`src/rtl/uart_rx_hold_pkg.sv`:
```
package uart_rx_hold_pkg;
  localparam int ERR_W   = 3;
  localparam int IDX_OVR = 0;
  localparam int IDX_NSE = 1;
  localparam int IDX_FRM = 2;
endpackage

```
`src/rtl/rxh_buffer.sv`:
```
module rxh_buffer #(
  parameter int DATA_W = 8
) (
  input  logic              clk,
  input  logic              rst,
  input  logic              frm_valid,
  input  logic [DATA_W-1:0] frm_data,
  input  logic              frm_bit9,
  input  logic              nine_mode,
  input  logic              data_rd,
  output logic              accept,
  output logic              overrun_evt,
  output logic [DATA_W-1:0] data_q,
  output logic              bit9_q,
  output logic              full_q
);
  // The buffer is free if it is empty or is being read in this same cycle.
  assign accept      = frm_valid && (!full_q || data_rd);
  assign overrun_evt = frm_valid && full_q && !data_rd;

  always_ff @(posedge clk) begin
    if (rst) begin
      data_q <= '0;
      bit9_q <= 1'b0;
      full_q <= 1'b0;
    end else begin
      if (accept) begin
        data_q <= frm_data;
        bit9_q <= nine_mode & frm_bit9;
        full_q <= 1'b1;
      end else if (data_rd) begin
        full_q <= 1'b0;
      end
    end
  end


  hold_keep_chk: assert property (@(posedge clk) disable iff (rst)
    (frm_valid && full_q && !data_rd) |=> ($stable(data_q) && $stable(bit9_q)));


  full_release_chk: assert property (@(posedge clk) disable iff (rst)
    (data_rd && !frm_valid) |=> !full_q);


  bit9_mode_chk: assert property (@(posedge clk) disable iff (rst)
    (frm_valid && !nine_mode && (!full_q || data_rd)) |=> !bit9_q);
endmodule

```
`src/rtl/rxh_flag.sv`:
```
module rxh_flag (
  input  logic clk,
  input  logic rst,
  input  logic set_evt,
  input  logic status_rd,
  input  logic data_rd,
  output logic flag_q,
  output logic flag_nxt
);
  logic arm_q;
  logic arm_nxt;
  logic clr;

  assign clr      = data_rd && arm_q;
  assign flag_nxt = set_evt ? 1'b1 : (clr ? 1'b0 : flag_q);

  always_comb begin
    arm_nxt = arm_q;
    if (status_rd)    arm_nxt = flag_q && !clr;
    else if (data_rd) arm_nxt = 1'b0;
  end

  always_ff @(posedge clk) begin
    if (rst) begin
      flag_q <= 1'b0;
      arm_q  <= 1'b0;
    end else begin
      flag_q <= flag_nxt;
      arm_q  <= arm_nxt;
    end
  end


  flag_clear_src_chk: assert property (@(posedge clk) disable iff (rst)
    $fell(flag_q) |-> $past(data_rd));


  arm_needs_flag_chk: assert property (@(posedge clk) disable iff (rst)
    arm_q |-> flag_q);
endmodule

```
`src/rtl/rxh_irq.sv`:
```
module rxh_irq #(
  parameter int N = 3
) (
  input  logic         clk,
  input  logic         rst,
  input  logic         ctl_wr,
  input  logic [N-1:0] ctl_wdata,
  input  logic [N-1:0] flag_nxt,
  input  logic [N-1:0] flag_q,
  output logic         irq_q
);
  logic [N-1:0] en_q;
  logic [N-1:0] en_nxt;

  assign en_nxt = ctl_wr ? ctl_wdata : en_q;

  always_ff @(posedge clk) begin
    if (rst) begin
      en_q  <= '0;
      irq_q <= 1'b0;
    end else begin
      en_q  <= en_nxt;
      irq_q <= |(flag_nxt & en_nxt);
    end
  end


  irq_match_chk: assert property (@(posedge clk) disable iff (rst)
    irq_q == |(flag_q & en_q));


  en_reset_chk: assert property (@(posedge clk)
    $past(rst) |-> (en_q == '0 && !irq_q));


  irq_gate_chk: assert property (@(posedge clk) disable iff (rst)
    (en_q == '0) |-> !irq_q);
endmodule

```
`src/rtl/uart_rx_hold.sv`:
```
module uart_rx_hold
  import uart_rx_hold_pkg::*;
#(
  parameter int DATA_W = 8
) (
  input  logic              clk,
  input  logic              rst,
  input  logic              frm_valid_i,
  input  logic [DATA_W-1:0] frm_data_i,
  input  logic              frm_bit9_i,
  input  logic              frm_noise_i,
  input  logic              frm_ferr_i,
  input  logic              nine_bit_mode_i,
  input  logic              status_rd_i,
  input  logic              data_rd_i,
  input  logic              ctl_wr_i,
  input  logic [ERR_W-1:0]  ctl_wdata_i,
  output logic [DATA_W-1:0] rx_data_o,
  output logic              rx_bit9_o,
  output logic              rx_full_o,
  output logic [ERR_W-1:0]  err_flags_o,
  output logic              irq_o
);
  logic             accept;
  logic             overrun_evt;
  logic [ERR_W-1:0] set_vec;
  logic [ERR_W-1:0] flag_q;
  logic [ERR_W-1:0] flag_nxt;

  rxh_buffer #(.DATA_W(DATA_W)) u_buf (
    .clk         (clk),
    .rst         (rst),
    .frm_valid   (frm_valid_i),
    .frm_data    (frm_data_i),
    .frm_bit9    (frm_bit9_i),
    .nine_mode   (nine_bit_mode_i),
    .data_rd     (data_rd_i),
    .accept      (accept),
    .overrun_evt (overrun_evt),
    .data_q      (rx_data_o),
    .bit9_q      (rx_bit9_o),
    .full_q      (rx_full_o)
  );

  always_comb begin
    set_vec          = '0;
    set_vec[IDX_OVR] = overrun_evt;
    set_vec[IDX_NSE] = accept && frm_noise_i;
    set_vec[IDX_FRM] = accept && frm_ferr_i;
  end

  for (genvar g = 0; g < ERR_W; g++) begin : g_flag
    rxh_flag u_flag (
      .clk       (clk),
      .rst       (rst),
      .set_evt   (set_vec[g]),
      .status_rd (status_rd_i),
      .data_rd   (data_rd_i),
      .flag_q    (flag_q[g]),
      .flag_nxt  (flag_nxt[g])
    );
  end

  rxh_irq #(.N(ERR_W)) u_irq (
    .clk       (clk),
    .rst       (rst),
    .ctl_wr    (ctl_wr_i),
    .ctl_wdata (ctl_wdata_i),
    .flag_nxt  (flag_nxt),
    .flag_q    (flag_q),
    .irq_q     (irq_o)
  );

  assign err_flags_o = flag_q;


  ovr_only_when_full_chk: assert property (@(posedge clk) disable iff (rst)
    $rose(err_flags_o[IDX_OVR]) |-> ($past(rx_full_o) && $past(frm_valid_i)));


  accept_fills_chk: assert property (@(posedge clk) disable iff (rst)
    (frm_valid_i && !rx_full_o) |=> rx_full_o);
endmodule

```
`config.mk`:
```
export PLATFORM = sky130hd
export DESIGN_NAME = uart_rx_hold
export DESIGN_NICKNAME = d
export VERILOG_FILES = /design/src/rtl/uart_rx_hold_pkg.sv /design/src/rtl/rxh_buffer.sv /design/src/rtl/rxh_flag.sv /design/src/rtl/rxh_irq.sv /design/src/rtl/uart_rx_hold.sv
export SDC_FILE = /design/constraint.sdc
export NUM_CORES = 1
export LEC_CHECK = 0
export ABC_AREA = 1
export BUFFER_PORTS_ARGS = -buffer_cell sky130_fd_sc_hd__buf_2
export CAP_MARGIN = 20
export CORE_MARGIN = 2
export CORE_UTILIZATION = 51
export CTS_BUF_LIST = sky130_fd_sc_hd__clkbuf_4 sky130_fd_sc_hd__clkbuf_8
export DETAILED_ROUTE_END_ITERATION = 10
export PLACE_DENSITY = 0.85
export SYNTH_ARGS = -nofsm -noshare
export SYNTH_HDL_FRONTEND = slang
export SYNTH_SLANG_ARGS = --single-unit
export TNS_END_PERCENT = 20
```
`constraint.sdc`:
```
create_clock -name clk -period 1.87 [get_ports clk]
set_input_delay 0.187 -clock clk [delete_from_list [all_inputs] [get_ports clk]]
set_output_delay 0.187 -clock clk [all_outputs]
set_load 0.1 [all_outputs]
```
# [Yosys cells after proc, flatten, opt, wreduce, memory -nomap -nowiden]
# Cells that the tools add are included.
# W data, S select, Z words.
[op_classes] n_reduce_logical=20 n_bitwise=2 n_mux=12
[ops] operator="$logic_and A1 B1 Y1" n=11
[ops] operator="$mux W1" n=11
[ops] operator="$logic_not A1 Y1" n=5
[ops] operator="$reduce_bool A2 Y1" n=2
[ops] operator="$and A3 B3 Y3" n=1
[ops] operator="$mux W3" n=1
[ops] operator="$reduce_or A3 Y1" n=1
[ops] operator="$and A1 B1 Y1" n=1
[ops] operator="$logic_or A1 B1 Y1" n=1
[word_totals] reg_bits=20 wordCells=45 inputBits=21 out_inout_bits=14

# [Longest topological paths before layout]
# Gate-level depths: netlist (run 1).
[logic_depth] word_depth=7 depth_mapped=8 depth_no_buf=8

# [By module]
# From an unflattened synthesis (run 1), not the netlist that was laid out.
[unflattened] hier_cells=140 hier_area_um2=965.9
[by_module_without_submodules] mod="rxh_buffer" seq_area_each_um2=200.2 instances=1 cells_per_inst=67 area_each_um2=495.5
[by_module_without_submodules] mod="rxh_flag" seq_area_each_um2=40.0 instances=3 cells_per_inst=13 area_each_um2=87.6
[by_module_without_submodules] mod="rxh_irq" seq_area_each_um2=80.1 instances=1 cells_per_inst=30 area_each_um2=192.7
[by_module_without_submodules] mod="uart_rx_hold" seq_area_each_um2=0.0 instances=1 cells_per_inst=4 area_each_um2=15.0

# [Worst setup path after synthesis (run 1)]
# OpenSTA, ideal clock, no wires.
[synth_timing] path_kind="register to register" startpoint="register u_buf.full_q" endpoint="register u_irq.irq_q" setup_slack_ns=0.298 arrival_time_ns=1.463 path_stages_with_launch=8 period_less_slack_ns=1.572 cell_sequence="dfxtp_1 -> nand2_4 -> nand3_1 -> nand2_1 -> nand2_1 -> nand3_1 -> nand2_1 -> inv_1"
[synth_between] elab_chain_cells=7
[synth_lines] element="from (decl)" line_no="rxh_buffer.sv:15" source="output logic full_q"
[synth_lines] element="from (signal assigned)" line_no="rxh_buffer.sv:25" source="full_q <= 1'b0;"
[synth_lines] element="from (signal assigned)" line_no="rxh_buffer.sv:30" source="full_q <= 1'b1;"
[synth_lines] element="from (signal assigned)" line_no="rxh_buffer.sv:32" source="full_q <= 1'b0;"
[synth_lines] element="$logic_not A1 Y1" line_no="rxh_buffer.sv:18" source="assign accept = frm_valid && (!full_q || data_rd);"
[synth_lines] element="$logic_or A1 B1 Y1" line_no="rxh_buffer.sv:18"
[synth_lines] element="$logic_and A1 B1 Y1" line_no="rxh_buffer.sv:18"
[synth_lines] element="$logic_and A1 B1 Y1, on equally long branches" line_no="uart_rx_hold.sv:48, uart_rx_hold.sv:49"
[synth_lines] element="$mux W1" line_no="rxh_flag.sv:15" source="assign flag_nxt = set_evt ? 1'b1 : (clr ? 1'b0 : flag_q);"
[synth_lines] element="$and A3 B3 Y3 *" line_no="rxh_irq.sv:23" source="irq_q <= |(flag_nxt & en_nxt);"
[synth_lines] element="$reduce_or A3 Y1 *" line_no="rxh_irq.sv:23"
[synth_lines] element="to (signal assigned)" line_no="rxh_irq.sv:23"
[synth_lines] element="to (decl)" line_no="rxh_irq.sv:10" source="output logic irq_q"
# Mark *: on every way between the ends. The rest lies on a longest branch, timed or not.
# A chain may end at the register's enable or synchronous reset.

# [Worst setup path after layout (run 1)]
[layout_timing] startpoint="register u_buf.full_q" endpoint="output port rx_full_o"
[layout_rtl] element="to (decl)" line_no="uart_rx_hold.sv:20" source="output logic rx_full_o,"
# No word-level cell between the ends.

==> results of run 1 <==
-- per-layer routing --
layer | routed length [um] | GRT usage (%) | vias to the layer above
met1 | 672 | 23.3 | 313
met5 | 0 | 0 | -
li1 | - | - | 394
met4 | 4 | 7.27 | 0
met2 | 675 | 27.5 | 23
met3 | 114 | 3.75 | 2
-- worst max-delay path by stage --
stage | startpoint | endpoint | slack, ps | cells past startpoint
floorplan | u_buf.full_q | u_irq.irq_q | 300 | 7
global placement | u_buf.full_q | rx_full_o | 900 | 1
detailed placement | u_buf.full_q | rx_full_o | 890 | 1
CTS | u_buf.full_q | rx_full_o | 560 | 1
global route | u_buf.full_q | rx_full_o | 520 | 1
finish | u_buf.full_q | rx_full_o | 580 | 1
-- synth_stat cells --
cell | instances | area, um^2
a21oi_1 | 6 | 30.0
a21oi_2 | 1 | 8.76
buf_4 | 3 | 22.5
clkbuf_1 | 1 | 3.75
dfxtp_1 | 20 | 400
inv_1 | 10 | 37.5
inv_2 | 1 | 3.75
inv_6 | 1 | 8.76
nand2_1 | 19 | 71.3
nand2_4 | 2 | 22.5
nand3_1 | 6 | 30.0
nand3_2 | 1 | 10.0
nor2_1 | 21 | 78.8
o21a_1 | 2 | 15.0
o21ai_0 | 9 | 45.0
o21ai_1 | 1 | 5.00
-- cells by family (layout without fill, tap and decap cells) --
group / Yosys count / in the layout
buf+inv: 16 / 49
flops: 20 / 20
simple gates: 49 / 49
compound gates: 19 / 19
-- placed cells by master (no fill, tap or decap), drive strengths merged --
cell / count
nand3: 7
nand2: 21
inv: 12
dfxtp: 20
o21a: 2
clkbuf: 3
nor2: 21
o21ai: 10
a21oi: 7
buf: 34
-- where the power goes --
group          switching [uW]  internal (uW)  total [uW]
clock network             117           74.8         191
registers                12.6            453         466
logic                     215           54.9         270
-- per-stage QoR --
step                      total power [uW]  area (um^2)  std cells  hold slack (ps)
after CTS                              936          980        153              131
after floorplan                        695          793        104              256
after global placement                 743          957        150              435
after detailed placement               747          957        150              441
final                                  927          980        153              139
after global routing                   974          980        153              143
-- state kept, by name, summed over array words and instances (netlist names) --
name	cells
u_buf.full_q	1
u_buf.data_q	8
u_buf.bit9_q	1
u_irq.irq_q	1
u_irq.en_q	3
g_flag.u_flag.flag_q	3
g_flag.u_flag.arm_q	3
-- area by class of cell --
| type | count | area share (%) |
|---|---|---|
| multi-input combinational | 68 | 32.3 |
| inverter | 12 | 5.11 |
| sequential | 20 | 40.9 |
| clock buffer | 3 | 2.30 |
| tap | 16 | 2.04 |
| timing repair buffer | 34 | 17.4 |
-- worst register-to-register path, stage by stage, from the launching register on --
cell     delay [ps]
dfxtp_1         380
nand2_4          90
o21ai_1         170
nand2_1          70
nand3_1          80
nand2_1          50
inv_1            50
==> metrics.log, run 1 <==
[metrics] clock insertion delay at the later pin of the skew report: 280 ps
[metrics] instance count along the most critical hold path: 3
[metrics] endpoint of the worst register-to-register path: u_irq.irq_q
[metrics] H-tree level count: 1
[metrics] actual transition at the worst max-transition pin: 492 ps
[metrics] number of synthesized register bits: 20
[metrics] power density cells: 947 nW/um^2
[metrics] worst IR drop on VDD: 0.556 mV
[metrics] layout overhead on the synthesized area: 23.5%
[metrics] share of the synthesized area in compound gates (AO/OA/AOI/OAI): 13.1%
[metrics] I/O pins: 35
[metrics] Register-to-Register Setup Slack: 940 ps
[metrics] fraction of synthesized cell area in xor and xnor cells: 0%
[metrics] clock tree from TritonCTS: built
[metrics] type of element launching the critical path: flop
[metrics] clk root buf: clkbuf_4
[metrics] final setup violation count: 0
[metrics] number of nets in the finished design: 160
[metrics] area of the die: 1890 um^2
[metrics] max_slew headroom: 67.4%
[metrics] sum of routed wire length over all layers: 1470 um
[metrics] Die Height: 43.4 um
[metrics] Initial Utilization: 53.3%
[metrics] clock tree sinks: 20
[metrics] number of design-rule violations left by the first detailed-router iteration: 5
[metrics] post-placement setup slack: 895 ps
[metrics] accumulated negative setup slack: 0 ps
[metrics] outcome: finished clean
[metrics] via count of the first global-routing pass: 644
[metrics] classification of the worst setup path: flop to output pin
[metrics] first-pass GRT wire length: 2530 um
[metrics] Seq. cell area: 400 um^2
[metrics] clock-pin transition on the worst setup and hold timing paths: 100 ps
[metrics] mux contribution to synthesized area: 0%
[metrics] PostCTS Resize Cnt: 0
[metrics] Clock Tree Buf Depth: 2
[metrics] min Tclk post-route: 1290 ps
[metrics] Placeable Area: 1490 um^2
[metrics] total inserted antenna cells: 0
[metrics] Multi-input gate area: 317 um^2
[metrics] post-synthesis simple-gate area fraction: 26.8%
[metrics] placer's final routability congestion estimate: 0.823
[metrics] highest-delay cell along the critical path: buf_2
[metrics] # DRC: 0
[metrics] max-capacitance violation count: 0
[metrics] Remaining Overflow, GRT: 0
[metrics] post-route fraction of the period consumed by the critical path: 69.2%
[metrics] Achievable Freq: 0.773 GHz
[metrics] CTS Hold Buffers Added: 0
[metrics] Cell Chain, Critical Path: buf_2
[metrics] worst hold path type: input port to flop
[metrics] layout filler cell count: 133
[metrics] kind of end point of the critical path: output pin
[metrics] cell row count: 14
[metrics] Synth cell types: 16
[metrics] Mapped Nets: 125
[metrics] total via count in the routed design: 732
[metrics] Worst Clk Skew: 1.18 ps
[metrics] CP Data Required Time: 1680 ps
[metrics] half-perimeter wire length after placement: 1170 um
[metrics] number of buffer cells added on primary ports: 34
[metrics] netlist area before placement: 793 um^2
[metrics] routed length per placed instance: 9.59 um
[metrics] hold endpoint: u_buf.data_q[5]
[metrics] adder-cell area share of the yosys netlist: 0%
[metrics] r2r startpoint: u_buf.full_q
[metrics] Syn Inst Count: 104
[metrics] launch point of the worst hold path: frm_data_i[5]
[metrics] final worst slack: 576 ps
[metrics] ratio of cells with drive above 1 in the final layout: 31.4%
[metrics] Yosys warning total: 0
[metrics] number of CTS-inserted buffers: 3
[metrics] # Post-CTS Setup Buffers: 0
[metrics] detailed-routing iteration count for the pre-antenna-repair pass: 4
[metrics] CP arrival: 1110 ps
[metrics] main combinational cell family by area after synthesis: simple AND/OR/NAND/NOR gates
[metrics] number of failing hold endpoints at the final stage: 0
[metrics] Die Width: 43.4 um
[metrics] average cell area after synthesis: 7.63 um^2
[metrics] GR Util All Layers: 17.4%
[metrics] share of the yosys chip area belonging to registers: 50.5%
[metrics] number of cells on the worst reg-to-reg path: 6
[metrics] final core utilization: 65.8%
[metrics] number of nets still failing antenna checks after routing: 0
[metrics] Static Leakage: 0.000507 uW
[metrics] buffers plus inverters on the worst setup path: 1
[metrics] Vias per Instance: 4.78
[metrics] setup repair after global routing missed its margin: no
[metrics] CP delay by family, top: buffers and inverters
[metrics] maximum number of pins on one net before global-route repair: 13
[metrics] antenna violations before repair: 0
[metrics] max incr delay on CP: 440 ps
[metrics] Final Max Slew Viols: 0
[metrics] CP max FO: 2
Note: power is estimated with default switching activity, not from simulation.
==> run 2, diff against run 1 <==
ABC_AREA = 0   (was 1)
CORE_UTILIZATION = 43   (was 51)
PLACE_DENSITY = 0.76   (was 0.85)
clock period = 1.1 ns   (was 1.87 ns; I/O delays follow)
==> run 2 against run 1 <==
Sequential power rose by 72%. The flow now finishes with violations (negative setup slack). Sequential cell count unchanged. Global-route usage is 4.2 points higher. Clock skew is essentially flat. Total power is 110% higher. Combinational power grew 98%. Critical endpoint is now u_irq.irq_q. Sequential share of layout area is 8.9 points lower. Critical path depth rose by 2. Count of clock-buffer cells in the layout unchanged.
==> metrics.log, run 2 <==
[metrics] ratio of cells with drive above 1 in the final layout: 44.7%
[metrics] total via count in the routed design: 795
[metrics] maximum number of pins on one net before global-route repair: 21
[metrics] number of nets in the finished design: 145
[metrics] max incr delay on CP: 380 ps
[metrics] Achievable Freq: 0.895 GHz
[metrics] number of cells on the worst reg-to-reg path: 3
[metrics] Cell Chain, Critical Path: nor2b_4 -> a221o_1 -> a31oi_1
[metrics] worst IR drop on VDD: 1.20 mV
[metrics] number of buffer cells added on primary ports: 34
[metrics] highest-delay cell along the critical path: dfxtp_4
[metrics] final setup violation count: 1
[metrics] power density cells: 1500 nW/um^2
[metrics] CP Data Required Time: 1340 ps
[metrics] post-route fraction of the period consumed by the critical path: 102%
[metrics] most frequent standard cell in the layout excluding fill and tap cells: buf_2
[metrics] # DRC: 0
[metrics] Initial Utilization: 46.6%
[metrics] violated checks: negative setup slack
[metrics] Placeable Area: 1760 um^2
[metrics] via count of the first global-routing pass: 760
[metrics] clk root buf: clkbuf_4
[metrics] Mapped Nets: 109
[metrics] worst setup path end: u_irq.irq_q
[metrics] CP arrival: 1360 ps
[metrics] max-capacitance violation count: 0
[metrics] Vias per Instance: 5.37
[metrics] outcome: finished, violations left
[metrics] Final Max Slew Viols: 0
[metrics] CTS Hold Buffers Added: 0
[metrics] Yosys warning total: 0
[metrics] power consumption: 1940 uW
[metrics] first-pass GRT wire length: 3320 um
[metrics] area leader, netlist: dfxtp_1
[metrics] accumulated negative setup slack: -17.2 ps
[metrics] proportion of synthesized flip-flops having asynchronous set or reset: 0%
[metrics] register with the most flip-flops: u_buf.data_q
[metrics] Die Width: 47.7 um
[metrics] Register-to-Register Setup Slack: -20 ps
[metrics] actual transition at the worst max-transition pin: 406 ps
[metrics] total inserted antenna cells: 0
[metrics] number of CTS-inserted buffers: 3
[metrics] area of the die: 2280 um^2
[metrics] setup repair after global routing missed its margin: yes
[metrics] GR Util All Layers: 21.7%
[metrics] sum of routed wire length over all layers: 2240 um
[metrics] Syn Inst Count: 88
[metrics] main flop type after synthesis: dfxtp_1
[metrics] largest cells by area after synthesis: dfxtp_1 (49%), mux2i_1 (7.3%), a21oi_1 (6.1%)
[metrics] type of element launching the critical path: flop
[metrics] portion of synthesized cell area occupied by the leading cell type: 48.7%
[metrics] classification of the worst setup path: flop to flop
[metrics] detailed-routing iteration count for the pre-antenna-repair pass: 4
[metrics] max_slew headroom: 73.0%
[metrics] final core utilization: 73.5%
[metrics] number of failing hold endpoints at the final stage: 0
[metrics] flip-flop count of the largest register after layout: 8
[metrics] number of design-rule violations left by the first detailed-router iteration: 14
[metrics] cell row count: 15
[metrics] clock-pin transition on the worst setup and hold timing paths: 120 ps
[metrics] min Tclk post-route: 1120 ps
[metrics] layout filler cell count: 130
[metrics] Remaining Overflow, GRT: 0
[metrics] top-count cell post-synth: dfxtp_1
[metrics] worst hold path type: input port to flop
[metrics] Static Leakage: 0.000559 uW
[metrics] share of the yosys chip area belonging to registers: 48.7%
[metrics] H-tree level count: 1
[metrics] CP max FO: 5
[metrics] clock tree sinks: 20
[metrics] final worst slack: -17.2 ps
[metrics] post-place instance area: 1230 um^2
[metrics] critical path launch point: u_buf.full_q
[metrics] clock tree from TritonCTS: built
[metrics] number of nets still failing antenna checks after routing: 0
[metrics] average cell area after synthesis: 9.34 um^2
[metrics] clock insertion delay at the later pin of the skew report: 310 ps
[metrics] commonest non-fill, non-tap cells in the layout: buf_2 (20), buf_12 (14), dfxtp_1 (11), a21oi_1 (10), o21ai_1 (9)
[metrics] placer's final routability congestion estimate: 0.761
[metrics] r2r startpoint: u_buf.full_q
[metrics] Die Height: 47.7 um
[metrics] Clock Tree Buf Depth: 2
[metrics] layout overhead on the synthesized area: 57.7%
[metrics] top cells by instance count after synthesis: dfxtp_1 (20), a21oi_1 (10), o21ai_1 (9), nand3_1 (8), mux2i_1 (6)
[metrics] number of synthesized register bits: 20
[metrics] Synth cell types: 24
[metrics] antenna violations before repair: 0
[metrics] I/O pins: 35
[metrics] netlist area before placement: 822 um^2
[metrics] post-route standard cell area excluding fillers: 1300 um^2
[metrics] kind of end point of the critical path: flop
[metrics] half-perimeter wire length after placement: 1660 um
[metrics] launch point of the worst hold path: frm_data_i[0]
[metrics] routed length per placed instance: 15.1 um
[metrics] endpoint of the worst register-to-register path: u_irq.irq_q
[metrics] Worst Clk Skew: 0.852 ps
[metrics] number of flops mapped to enable cells by yosys: 0
-- run 2: changes by cell type after synthesis, moves of 3 or more --
cell	before	now
a211oi_1	0	3
a21oi_1	6	10
buf_2	0	4
inv_1	10	2
mux2i_1	0	6
nand2_1	19	2
nor2_1	21	5
o21ai_0	9	0
o21ai_1	1	9
-- run 2: final cells by class --
class | count | area, um^2 | area share, %
Clock inverter | 1 | 30.0 | 2.32
Inverter | 3 | 11.3 | 0.869
Tap cell | 25 | 31.3 | 2.41
Sequential cell | 20 | 414 | 31.9
Clock buffer | 3 | 22.5 | 1.74
Multi-Input combinational cell | 56 | 358 | 27.6
Timing Repair Buffer | 40 | 429 | 33.1
-- run 2: cells by family after synthesis --
| family | share of synthesized area (%) |
|---|---|
| AO/OA/AOI/OAI | 23.9 |
| AND/OR/NAND/NOR | 11.7 |
| buffers and inverters | 8.37 |
| flip-flops | 48.7 |
| multiplexers | 7.31 |
-- run 2: worst min-delay path by stage --
| stage | to | slack, ps | cells after the start |
|---|---|---|---|
| floorplan | u_buf.data_q[0] | 250 | 2 |
| finish | u_buf.data_q[0] | 30 | 3 |
| global placement | u_buf.data_q[0] | 360 | 3 |
| CTS | u_buf.data_q[0] | 30 | 3 |
| detailed placement | u_buf.data_q[0] | 370 | 3 |
| global route | u_buf.data_q[6] | 50 | 3 |
-- run 2: critical path: cells and delay by family (launching register included) --
kind / cells / cell delay (ps)
AOI/OAI and AO/OA: 2 / 530
DFF: 1 / 380
and+or+nand+nor: 1 / 140
-- run 2: what timing repair did --
item,4_1_cts,5_1_grt
pin swaps,1,2
buffers inserted,1,0
endpoints found under the hold margin,0,0
resized for setup,2,1
setup endpoints to repair,2,8
-- run 2: metal layers --
layer | GRT usage [%] | up-vias | part of all wire [%]
met4 | 13.5 | 0 | 3.6
met3 | 3.02 | 9 | 4.9
met5 | 0 | - | 0
met1 | 26.7 | 370 | 43
li1 | - | 384 | -
met2 | 35.5 | 32 | 49
-- run 2: power by group --
part	total [uW]	internal (uW)	leakage, uW	switching (uW)
clock network	609	369	0.0000279	241
registers	801	768	0.000168	33.6
logic	534	200	0.000363	333
-- run 2: through the flow --
step / hold slack (ps) / worst slack (ps) / std cells
floorplan: 250 / -187 / 88
global placement: 358 / 73.4 / 143
detailed placement: 371 / -14.2 / 143
CTS: 33.9 / -12.8 / 148
global route: 45.8 / -62.3 / 148
finish: 31.4 / -17.2 / 148
